[config.mk]
export PLATFORM = sky130hd
export DESIGN_NAME = uart_sideband_ctrl
export DESIGN_NICKNAME = d
export VERILOG_FILES = /design/src/rtl/sb_pkg.sv /design/src/rtl/sb_sync_edge.sv /design/src/rtl/sb_irq_bank.sv /design/src/rtl/sb_rts_ctrl.sv /design/src/rtl/sb_gpio_mux.sv /design/src/rtl/uart_sideband_ctrl.sv
export SDC_FILE = /design/constraint.sdc
export NUM_CORES = 1
export LEC_CHECK = 0
export BUFFER_PORTS_ARGS = -buffer_cell sky130_fd_sc_hd__buf_2
export CORE_ASPECT_RATIO = 1.4
export CORE_UTILIZATION = 30
export DETAILED_ROUTE_END_ITERATION = 8
export GPL_TIMING_DRIVEN = 0
export PLACE_DENSITY = 0.66
export SLEW_MARGIN = 20
export SYNTH_ARGS = -nofsm -noshare
export SYNTH_HDL_FRONTEND = slang
export SYNTH_HIERARCHICAL = 1
export SYNTH_SLANG_ARGS = --single-unit
[constraint.sdc]
create_clock -name clk -period 2.23 [get_ports clk]
set_clock_uncertainty 0.05 [all_clocks]
set_input_delay 0.223 -clock clk [delete_from_list [all_inputs] [get_ports clk]]
set_output_delay 0.223 -clock clk [all_outputs]
set_load 0.02 [all_outputs]
[src/rtl/sb_pkg.sv]
package sb_pkg;

  typedef enum logic [1:0] {
    GP_IN     = 2'd0,
    GP_SWOUT  = 2'd1,
    GP_CLKIN  = 2'd2,
    GP_CLKOUT = 2'd3
  } gp_mode_e;

  localparam int unsigned IRQ_CTS  = 0;
  localparam int unsigned IRQ_GPIO = 1;
  localparam int unsigned N_IRQ    = 2;

endpackage

[src/rtl/sb_sync_edge.sv]
module sb_sync_edge #(
  parameter int unsigned STAGES    = 2,
  parameter logic        RESET_VAL = 1'b0
) (
  input  logic clk,
  input  logic rst,
  input  logic pin_i,
  output logic level_o,
  output logic edge_o
);

  localparam int unsigned ARM_CNT = STAGES + 1;
  localparam int unsigned CW      = $clog2(ARM_CNT + 1);
  localparam logic [CW-1:0] ARM_VAL = CW'(ARM_CNT);

  logic [STAGES-1:0] chain_q;
  logic              prev_q;
  logic [CW-1:0]     arm_cnt_q;
  logic              armed;

  always_ff @(posedge clk) begin
    if (rst) begin
      chain_q <= {STAGES{RESET_VAL}};
      prev_q  <= RESET_VAL;
    end else begin
      chain_q <= {chain_q[STAGES-2:0], pin_i};
      prev_q  <= chain_q[STAGES-1];
    end
  end

  // edges are ignored until the chain and the history flop carry real pad data
  always_ff @(posedge clk) begin
    if (rst) begin
      arm_cnt_q <= '0;
    end else if (arm_cnt_q != ARM_VAL) begin
      arm_cnt_q <= arm_cnt_q + 1'b1;
    end
  end

  assign armed   = (arm_cnt_q == ARM_VAL);
  assign level_o = chain_q[STAGES-1];
  assign edge_o  = armed & (chain_q[STAGES-1] ^ prev_q);

endmodule

[src/rtl/sb_irq_bank.sv]
module sb_irq_bank #(
  parameter int unsigned N = 2
) (
  input  logic         clk,
  input  logic         rst,
  input  logic [N-1:0] set_i,
  input  logic [N-1:0] clr_i,
  input  logic [N-1:0] mask_i,
  output logic [N-1:0] flags_o,
  output logic         irq_o
);

  logic [N-1:0] flags_q;
  logic         irq_q;

  for (genvar g = 0; g < N; g++) begin : g_flag
    always_ff @(posedge clk) begin
      if (rst)           flags_q[g] <= 1'b0;
      else if (set_i[g]) flags_q[g] <= 1'b1;
      else if (clr_i[g]) flags_q[g] <= 1'b0;
    end
  end

  always_ff @(posedge clk) begin
    if (rst) irq_q <= 1'b0;
    else     irq_q <= |(flags_q & mask_i);
  end

  assign flags_o = flags_q;
  assign irq_o   = irq_q;

endmodule

[src/rtl/sb_rts_ctrl.sv]
module sb_rts_ctrl (
  input  logic clk,
  input  logic rst,
  input  logic fifo_full_i,
  input  logic overrun_pend_i,
  input  logic sw_sel_i,
  input  logic sw_assert_i,
  output logic rts_n_o
);

  logic rts_n_q;
  logic rts_n_d;

  always_comb begin
    if (sw_sel_i) rts_n_d = ~sw_assert_i;
    else          rts_n_d = fifo_full_i | overrun_pend_i;
  end

  always_ff @(posedge clk) begin
    if (rst) rts_n_q <= 1'b1;
    else     rts_n_q <= rts_n_d;
  end

  assign rts_n_o = rts_n_q;

endmodule

[src/rtl/sb_gpio_mux.sv]
module sb_gpio_mux
  import sb_pkg::*;
(
  input  logic     clk,
  input  logic     rst,
  input  gp_mode_e mode_i,
  input  logic     sw_val_i,
  input  logic     bitclk_i,
  input  logic     level_i,
  input  logic     edge_i,
  output logic     pin_o,
  output logic     oe_o,
  output logic     ext_clk_o,
  output logic     irq_edge_o
);

  logic pin_d, oe_d;
  logic pin_q, oe_q, ext_q;

  always_comb begin
    pin_d = 1'b0;
    oe_d  = 1'b0;
    unique case (mode_i)
      GP_SWOUT:  begin pin_d = sw_val_i; oe_d = 1'b1; end
      GP_CLKOUT: begin pin_d = bitclk_i; oe_d = 1'b1; end
      default:   begin pin_d = 1'b0;     oe_d = 1'b0; end
    endcase
  end

  always_ff @(posedge clk) begin
    if (rst) begin
      pin_q <= 1'b0;
      oe_q  <= 1'b0;
      ext_q <= 1'b0;
    end else begin
      pin_q <= pin_d;
      oe_q  <= oe_d;
      ext_q <= (mode_i == GP_CLKIN) & level_i;
    end
  end

  assign pin_o      = pin_q;
  assign oe_o       = oe_q;
  assign ext_clk_o  = ext_q;
  assign irq_edge_o = edge_i & (mode_i == GP_IN);

endmodule

[src/rtl/uart_sideband_ctrl.sv]
module uart_sideband_ctrl
  import sb_pkg::*;
#(
  parameter int unsigned SYNC_STAGES = 2
) (
  input  logic       clk,
  input  logic       rst,
  input  logic       cts_pin_i,
  input  logic       cts_flow_en_i,
  output logic       cts_level_o,
  output logic       tx_allow_o,
  input  logic       rx_fifo_full_i,
  input  logic       rx_overrun_pend_i,
  input  logic       rts_sw_sel_i,
  input  logic       rts_sw_assert_i,
  output logic       rts_n_o,
  input  logic       gpio_pin_i,
  output logic       gpio_pin_o,
  output logic       gpio_oe_o,
  input  logic [1:0] gpio_mode_i,
  input  logic       gpio_sw_val_i,
  input  logic       baud_bitclk_i,
  output logic       ext_clk_o,
  output logic       gpio_level_o,
  input  logic [1:0] irq_mask_i,
  input  logic [1:0] irq_clr_i,
  output logic [1:0] irq_flags_o,
  output logic       irq_o
);

  localparam int unsigned NI = N_IRQ;

  logic          cts_lvl, cts_edge;
  logic          gp_lvl, gp_edge, gp_irq_edge;
  logic [NI-1:0] irq_set;
  logic          tx_allow_q;
  gp_mode_e      mode;

  assign mode = gp_mode_e'(gpio_mode_i);

  sb_sync_edge #(.STAGES(SYNC_STAGES), .RESET_VAL(1'b0)) u_cts_sync (
    .clk     (clk),
    .rst     (rst),
    .pin_i   (cts_pin_i),
    .level_o (cts_lvl),
    .edge_o  (cts_edge)
  );

  sb_sync_edge #(.STAGES(SYNC_STAGES), .RESET_VAL(1'b0)) u_gp_sync (
    .clk     (clk),
    .rst     (rst),
    .pin_i   (gpio_pin_i),
    .level_o (gp_lvl),
    .edge_o  (gp_edge)
  );

  sb_gpio_mux u_gpio_mux (
    .clk        (clk),
    .rst        (rst),
    .mode_i     (mode),
    .sw_val_i   (gpio_sw_val_i),
    .bitclk_i   (baud_bitclk_i),
    .level_i    (gp_lvl),
    .edge_i     (gp_edge),
    .pin_o      (gpio_pin_o),
    .oe_o       (gpio_oe_o),
    .ext_clk_o  (ext_clk_o),
    .irq_edge_o (gp_irq_edge)
  );

  sb_rts_ctrl u_rts (
    .clk            (clk),
    .rst            (rst),
    .fifo_full_i    (rx_fifo_full_i),
    .overrun_pend_i (rx_overrun_pend_i),
    .sw_sel_i       (rts_sw_sel_i),
    .sw_assert_i    (rts_sw_assert_i),
    .rts_n_o        (rts_n_o)
  );

  always_comb begin
    irq_set           = '0;
    irq_set[IRQ_CTS]  = cts_edge;
    irq_set[IRQ_GPIO] = gp_irq_edge;
  end

  sb_irq_bank #(.N(NI)) u_irq (
    .clk     (clk),
    .rst     (rst),
    .set_i   (irq_set),
    .clr_i   (irq_clr_i),
    .mask_i  (irq_mask_i),
    .flags_o (irq_flags_o),
    .irq_o   (irq_o)
  );

  // clear-to-send is active low: a low pad level permits transmission
  always_ff @(posedge clk) begin
    if (rst) tx_allow_q <= 1'b0;
    else     tx_allow_q <= ~cts_flow_en_i | ~cts_lvl;
  end

  assign tx_allow_o   = tx_allow_q;
  assign cts_level_o  = cts_lvl;
  assign gpio_level_o = gp_lvl;

endmodule

### Word-level counts from Yosys, hierarchy flattened

Cells that the tools add are included.

* logic and storage cells: 47
* register bits: 18
* output and inout port bits: 10
* bits of input ports: 17

* multiplexer cells: 7
* bitwise gates (word level): 12
* reduce and logical (&&, ||, !) cells: 5
* equality and inequality tests: 7
* add/subtract/negate cells: 2

Operator list (count)
* $eq A2 B2 Y1 const B: 4
* $mux W1: 6
* $add A2 B1 Y2 const B: 2
* $and A1 B1 Y1: 4
* $ne A2 B2 Y1 const B: 2
* $reduce_bool A2 Y1: 2
* $reduce_or A2 Y1: 2
* $not A1 Y1: 3
* $and A2 B2 Y2: 1
* $eq A2 B1 Y1 const B: 1
* $logic_not A2 Y1: 1
* $or A1 B1 Y1: 2
* $pmux W1 S2: 1
* $xor A1 B1 Y1: 2

### Logic depth before layout (Yosys ltp)

* word-level depth: 4
* depth in mapped cells: 5
* gate-level depth less buffers: 5

### Cells and area by module

Netlist, hierarchy kept.

Modules (own cells, without submodules)
* sb_sync_edge: cells an instance 15, sequential area each 100.1 sq um, area each 173.9 sq um, times used 2
* sb_gpio_mux: cells an instance 8, sequential area each 60.1 sq um, area each 106.4 sq um, times used 1
* sb_irq_bank: cells an instance 11, sequential area each 60.1 sq um, area each 101.3 sq um, times used 1
* sb_rts_ctrl: cells an instance 4, sequential area each 20.0 sq um, area each 36.3 sq um, times used 1
* uart_sideband_ctrl: cells an instance 2, sequential area each 20.0 sq um, area each 28.8 sq um, times used 1

### Least setup slack after synthesis

OpenSTA, ideal clock, no wires.

* path type: register -> register
* start point: register u_gp_sync.chain_q[1]
* end point: register u_irq.flags_q[1], in the netlist u_irq/flags_o[1]
* setup time: 0.070 ns
* period minus slack after synthesis: 1.154 ns
* path buffers: 0
* data arrival time: 1.034 ns
* cell stages (with the launch flop): 6
* slack: 1.076 ns
* required time: 2.110 ns
* path through: dfxtp_1 > xor2_1 > and2_2 > nor3b_1 > inv_1 > a21oi_1

* word-level cells in the longest chain between the ends: 4
* elaborated cells between the ends (all ways): 5
* those cells by class: mux (1); bitwise (3); reduce/logical (1)

RTL lines
* start, declared: RTL line sb_sync_edge.sv:16 `logic [STAGES-1:0] chain_q;`
* start signal, assigned: RTL line sb_sync_edge.sv:23 `chain_q <= {STAGES{RESET_VAL}};`
* start signal, assigned: RTL line sb_sync_edge.sv:26 `chain_q <= {chain_q[STAGES-2:0], pin_i};`
* $xor A1 B1 Y1 *: RTL line sb_sync_edge.sv:42 `assign edge_o = armed & (chain_q[STAGES-1] ^ prev_q);`
* $and A1 B1 Y1 *: RTL line sb_sync_edge.sv:42
* net gp_edge: RTL line uart_sideband_ctrl.sv:34 `logic gp_lvl, gp_edge, gp_irq_edge;`
* $and A1 B1 Y1 *: RTL line sb_gpio_mux.sv:45 `assign irq_edge_o = edge_i & (mode_i == GP_IN);`
* net gp_irq_edge: RTL line uart_sideband_ctrl.sv:34
* $mux W1 / $reduce_bool A2 Y1 (equally long branches)
* end signal, assigned by index: RTL line sb_irq_bank.sv:18 `if (rst) flags_q[g] <= 1'b0;`
* end signal, assigned by index: RTL line sb_irq_bank.sv:19 `else if (set_i[g]) flags_q[g] <= 1'b1;`
* end signal, assigned by index: RTL line sb_irq_bank.sv:20 `else if (clr_i[g]) flags_q[g] <= 1'b0;`
* end, declared: RTL line sb_irq_bank.sv:13 `logic [N-1:0] flags_q;`

The timed path passes the listed nets; every way through them passes the cells marked *.
A chain may end at the register's enable or synchronous reset.

### Worst setup path after layout

* start point: register u_gp_sync.arm_cnt_q[0]
* end point: register u_irq.flags_q[1], in the netlist u_irq/flags_o[1]

* word-level cells in the longest chain between the ends: 4
* elaborated cells between the ends (all ways): 5
* those cells by class: eq/ne (1); mux (1); bitwise (2); reduce/logical (1)

RTL lines
* start, declared: RTL line sb_sync_edge.sv:18 `logic [CW-1:0] arm_cnt_q;`
* start signal, assigned: RTL line sb_sync_edge.sv:36 `arm_cnt_q <= arm_cnt_q + 1'b1;`
* $eq A2 B2 Y1 *: RTL line sb_sync_edge.sv:40 `assign armed = (arm_cnt_q == ARM_VAL);`
* $and A1 B1 Y1 *: RTL line sb_sync_edge.sv:42
* net gp_edge: RTL line uart_sideband_ctrl.sv:34
* $and A1 B1 Y1 *: RTL line sb_gpio_mux.sv:45
* net gp_irq_edge: RTL line uart_sideband_ctrl.sv:34
* $mux W1 / $reduce_bool A2 Y1 (equally long branches)

Marks and branches as above.

==> results.ini <==
[drt]
drc = 0
drtIter0Drc = 1
ant_nets = 0
wire_per_inst_um = 8.85
vias = 465
viasPerCell = 4.43
first_pass_iters = 2
routed_wl_um = 929

[global_route]
grt.overflow.total = 0
antenna_found_initial = 0
grt_pass1_wl_um = 1480
grt_max_degree = 19
grt_usage_pct = 9.76
first_global_vias = 405

[clock_network]
cts_sinks = 18
cts_root_buffer = clkbuf_4
post_cts_buffers = 0
cts_resized = 0
cts_tree = built
cts.clk_slew.worst_paths_ns = 0.09
cts_buffers = 3
clk_latency_ns = 0.28
clockBufferDepth = 2
holdBufCountCts = 0
h-tree-depth = 1

[layout]
final_layout_size_suffix_gt1_share_pct = 39.3
final_util_pct = 41.0
nFillCells = 203
antenna_cells = 0
syn_to_final_growth_pct = 28.8
nets = 105

[synth]
ys_seq_area_share_pct = 58.1
synth_cells = 55
syn_area_um2 = 621
synth-seq-cells = 18
yosysUniqueCellTypes = 18
ys_warn_count = 6
synth_top_area_cell = dfxtp_1
synth.avg_cell_area_um2 = 11.3
synth_area_leaders = dfxtp_1 58%, nor2b_1 6.0%, xor2_1 5.6%
syn_nets = 74
synth_top_area_share_pct = 58.1

[power]
internal-power_uw = 452
pwr-share-seq_pct = 60.7
swShare_pct = 23.6
peakVddDrop_uv = 308
p_per_area_nw_per_um2 = 741
power_frac_comb_pct = 14.2
switchingPower_uw = 140
power_frac_clock_pct = 25.2
leakage_uw = 0.000394

[die]
die_x_um = 40.4
rows = 19
dieArea_um2 = 2260
die_h_um = 55.8
start_util_pct = 31.8
coreArea_um2 = 1950
pin_count = 27

[sta]
fin_crit_ns = 1.18
hold_viol = 0
slew_violations = 0
rsz0062_at_grt = false
setup_viol = 0
clock.fmax_mhz = 846
period_share_pct = 53.0
setup_tns_ns = 0
slew-limit-headroom_pct = 79.2
worstMarginPinSlew_ns = 0.312

[flow_run]
maxCapViolCount = 0

[worst_setup_path]
required_ns = 2.39
path_max_fanout = 3
cp.arrival_ns = 1.35
worstSetupPathType = reg2reg
start_kind = flip-flop
end_kind = flip-flop

[run_status]
status = completed

[placement]
dpl.hpwl_um = 721
place_congestion = 0.591
port_buffers = 26

[hold_path]
worstHoldPathType = in2reg

[sequential cells by signal (all words and copies together), names as in the netlist, 2 cells and up]
name and flops:
u_cts_sync/arm_cnt_q 2, u_irq/flags_o 2, u_cts_sync/chain_q 2, u_gp_sync/chain_q 2, u_gp_sync/arm_cnt_q 2
[cell families (layout without fill, tap and decap cells)]
kind of cell | count (synthesis) | count (layout) | synth area share, %
XOR/XNOR | 4 | 4 | 5.64
buffers and inverters | 3 | 32 | 1.81
AO/OA/AOI/OAI | 5 | 5 | 5.24
multiplexers | 3 | 3 | 4.84
adder cells (fa/ha/maj) | 2 | 2 | 4.03
flip-flops | 18 | 18 | 58.1
AND/OR/NAND/NOR | 20 | 20 | 20.4
[routing by layer]
| metal | track usage [%] | share of wire, % | vias up |
|---|---|---|---|
| li1 | - | - | 240 |
| met1 | 9.77 | 43 | 201 |
| met2 | 15.2 | 47 | 22 |
| met3 | 2.40 | 8.3 | 2 |
| met4 | 8.57 | 1.1 | 0 |
| met5 | 0 | 0 | - |
[stage by stage]
stage               std cells  hold slack, ns  area [um2]  power [uW]  worst slack, ns
floorplan                  55           0.235         621         419             1.08
global placement          102           0.357         777         446             1.08
detailed placement        102           0.357         777         453             1.06
CTS                       105          0.0481         800         607             1.03
global route              105          0.0271         800         638            0.976
finish                    105          0.0619         800         593             1.05
[cell type report]
class / count / area (um2) / share of cell area (%)
Timing Repair Buffer: 26 / 130 / 16.3
Inverter: 3 / 11.3 / 1.41
Tap cell: 21 / 26.3 / 3.29
Sequential cell: 18 / 360 / 45.1
Clock buffer: 3 / 22.5 / 2.82
Multi-Input combinational cell: 34 / 249 / 31.1
[layout by cell type (no fill, tap or decap), types with 2 or more instances in the layout]
cell,instances
nor2b_1,6
ha_1,2
xor2_1,4
nand2b_1,2
and2_2,2
nor2_1,5
inv_1,3
buf_2,26
mux2i_1,3
clkbuf_4,3
dfxtp_1,18
a21oi_1,2
[cell usage after synthesis, drive strengths merged]
cell and n:
nor2b 7, ha 2, nor2 5, and2 2
nand2b 2, a22oi 1, a31oi 1, a21oi 3
nor4 1, mux2i 3, xor2 4, nor3b 1
dfxtp 18, and4bb 1, inv 3, and2b 1
[worst max-delay path: stages, from the launching register on]
cell,delay [ns]
dfxtp_1,0.36
ha_1,0.22
and2_2,0.15
nor3b_1,0.17
inv_1,0.06
a21oi_1,0.11
[power by group through the flow]
stage          logic, uW  registers (uW)  clock network, uW
2_1_floorplan       45.4             373                  0
3_3_place_gp        80.5             366                  0
3_5_place_dp        85.6             367                  0
4_1_cts             86.1             360                161
5_1_grt             94.9             363                180
6_report            83.9             359                149
[worst paths after layout]
| check | startpoint | end | slack (ns) | cells after the start |
|---|---|---|---|---|
| hold reg to reg | u_cts_sync/chain_q[0] | u_cts_sync/chain_q[1] | 0.39 | 1 |
| setup reg to reg | u_gp_sync/arm_cnt_q[0] | u_irq/flags_o[1] | 1.05 | 5 |
| hold / removal | cts_flow_en_i | tx_allow_o | 0.06 | 2 |
| setup / recovery | u_gp_sync/arm_cnt_q[0] | u_irq/flags_o[1] | 1.05 | 5 |
Note: power is estimated with default switching activity, not from simulation.
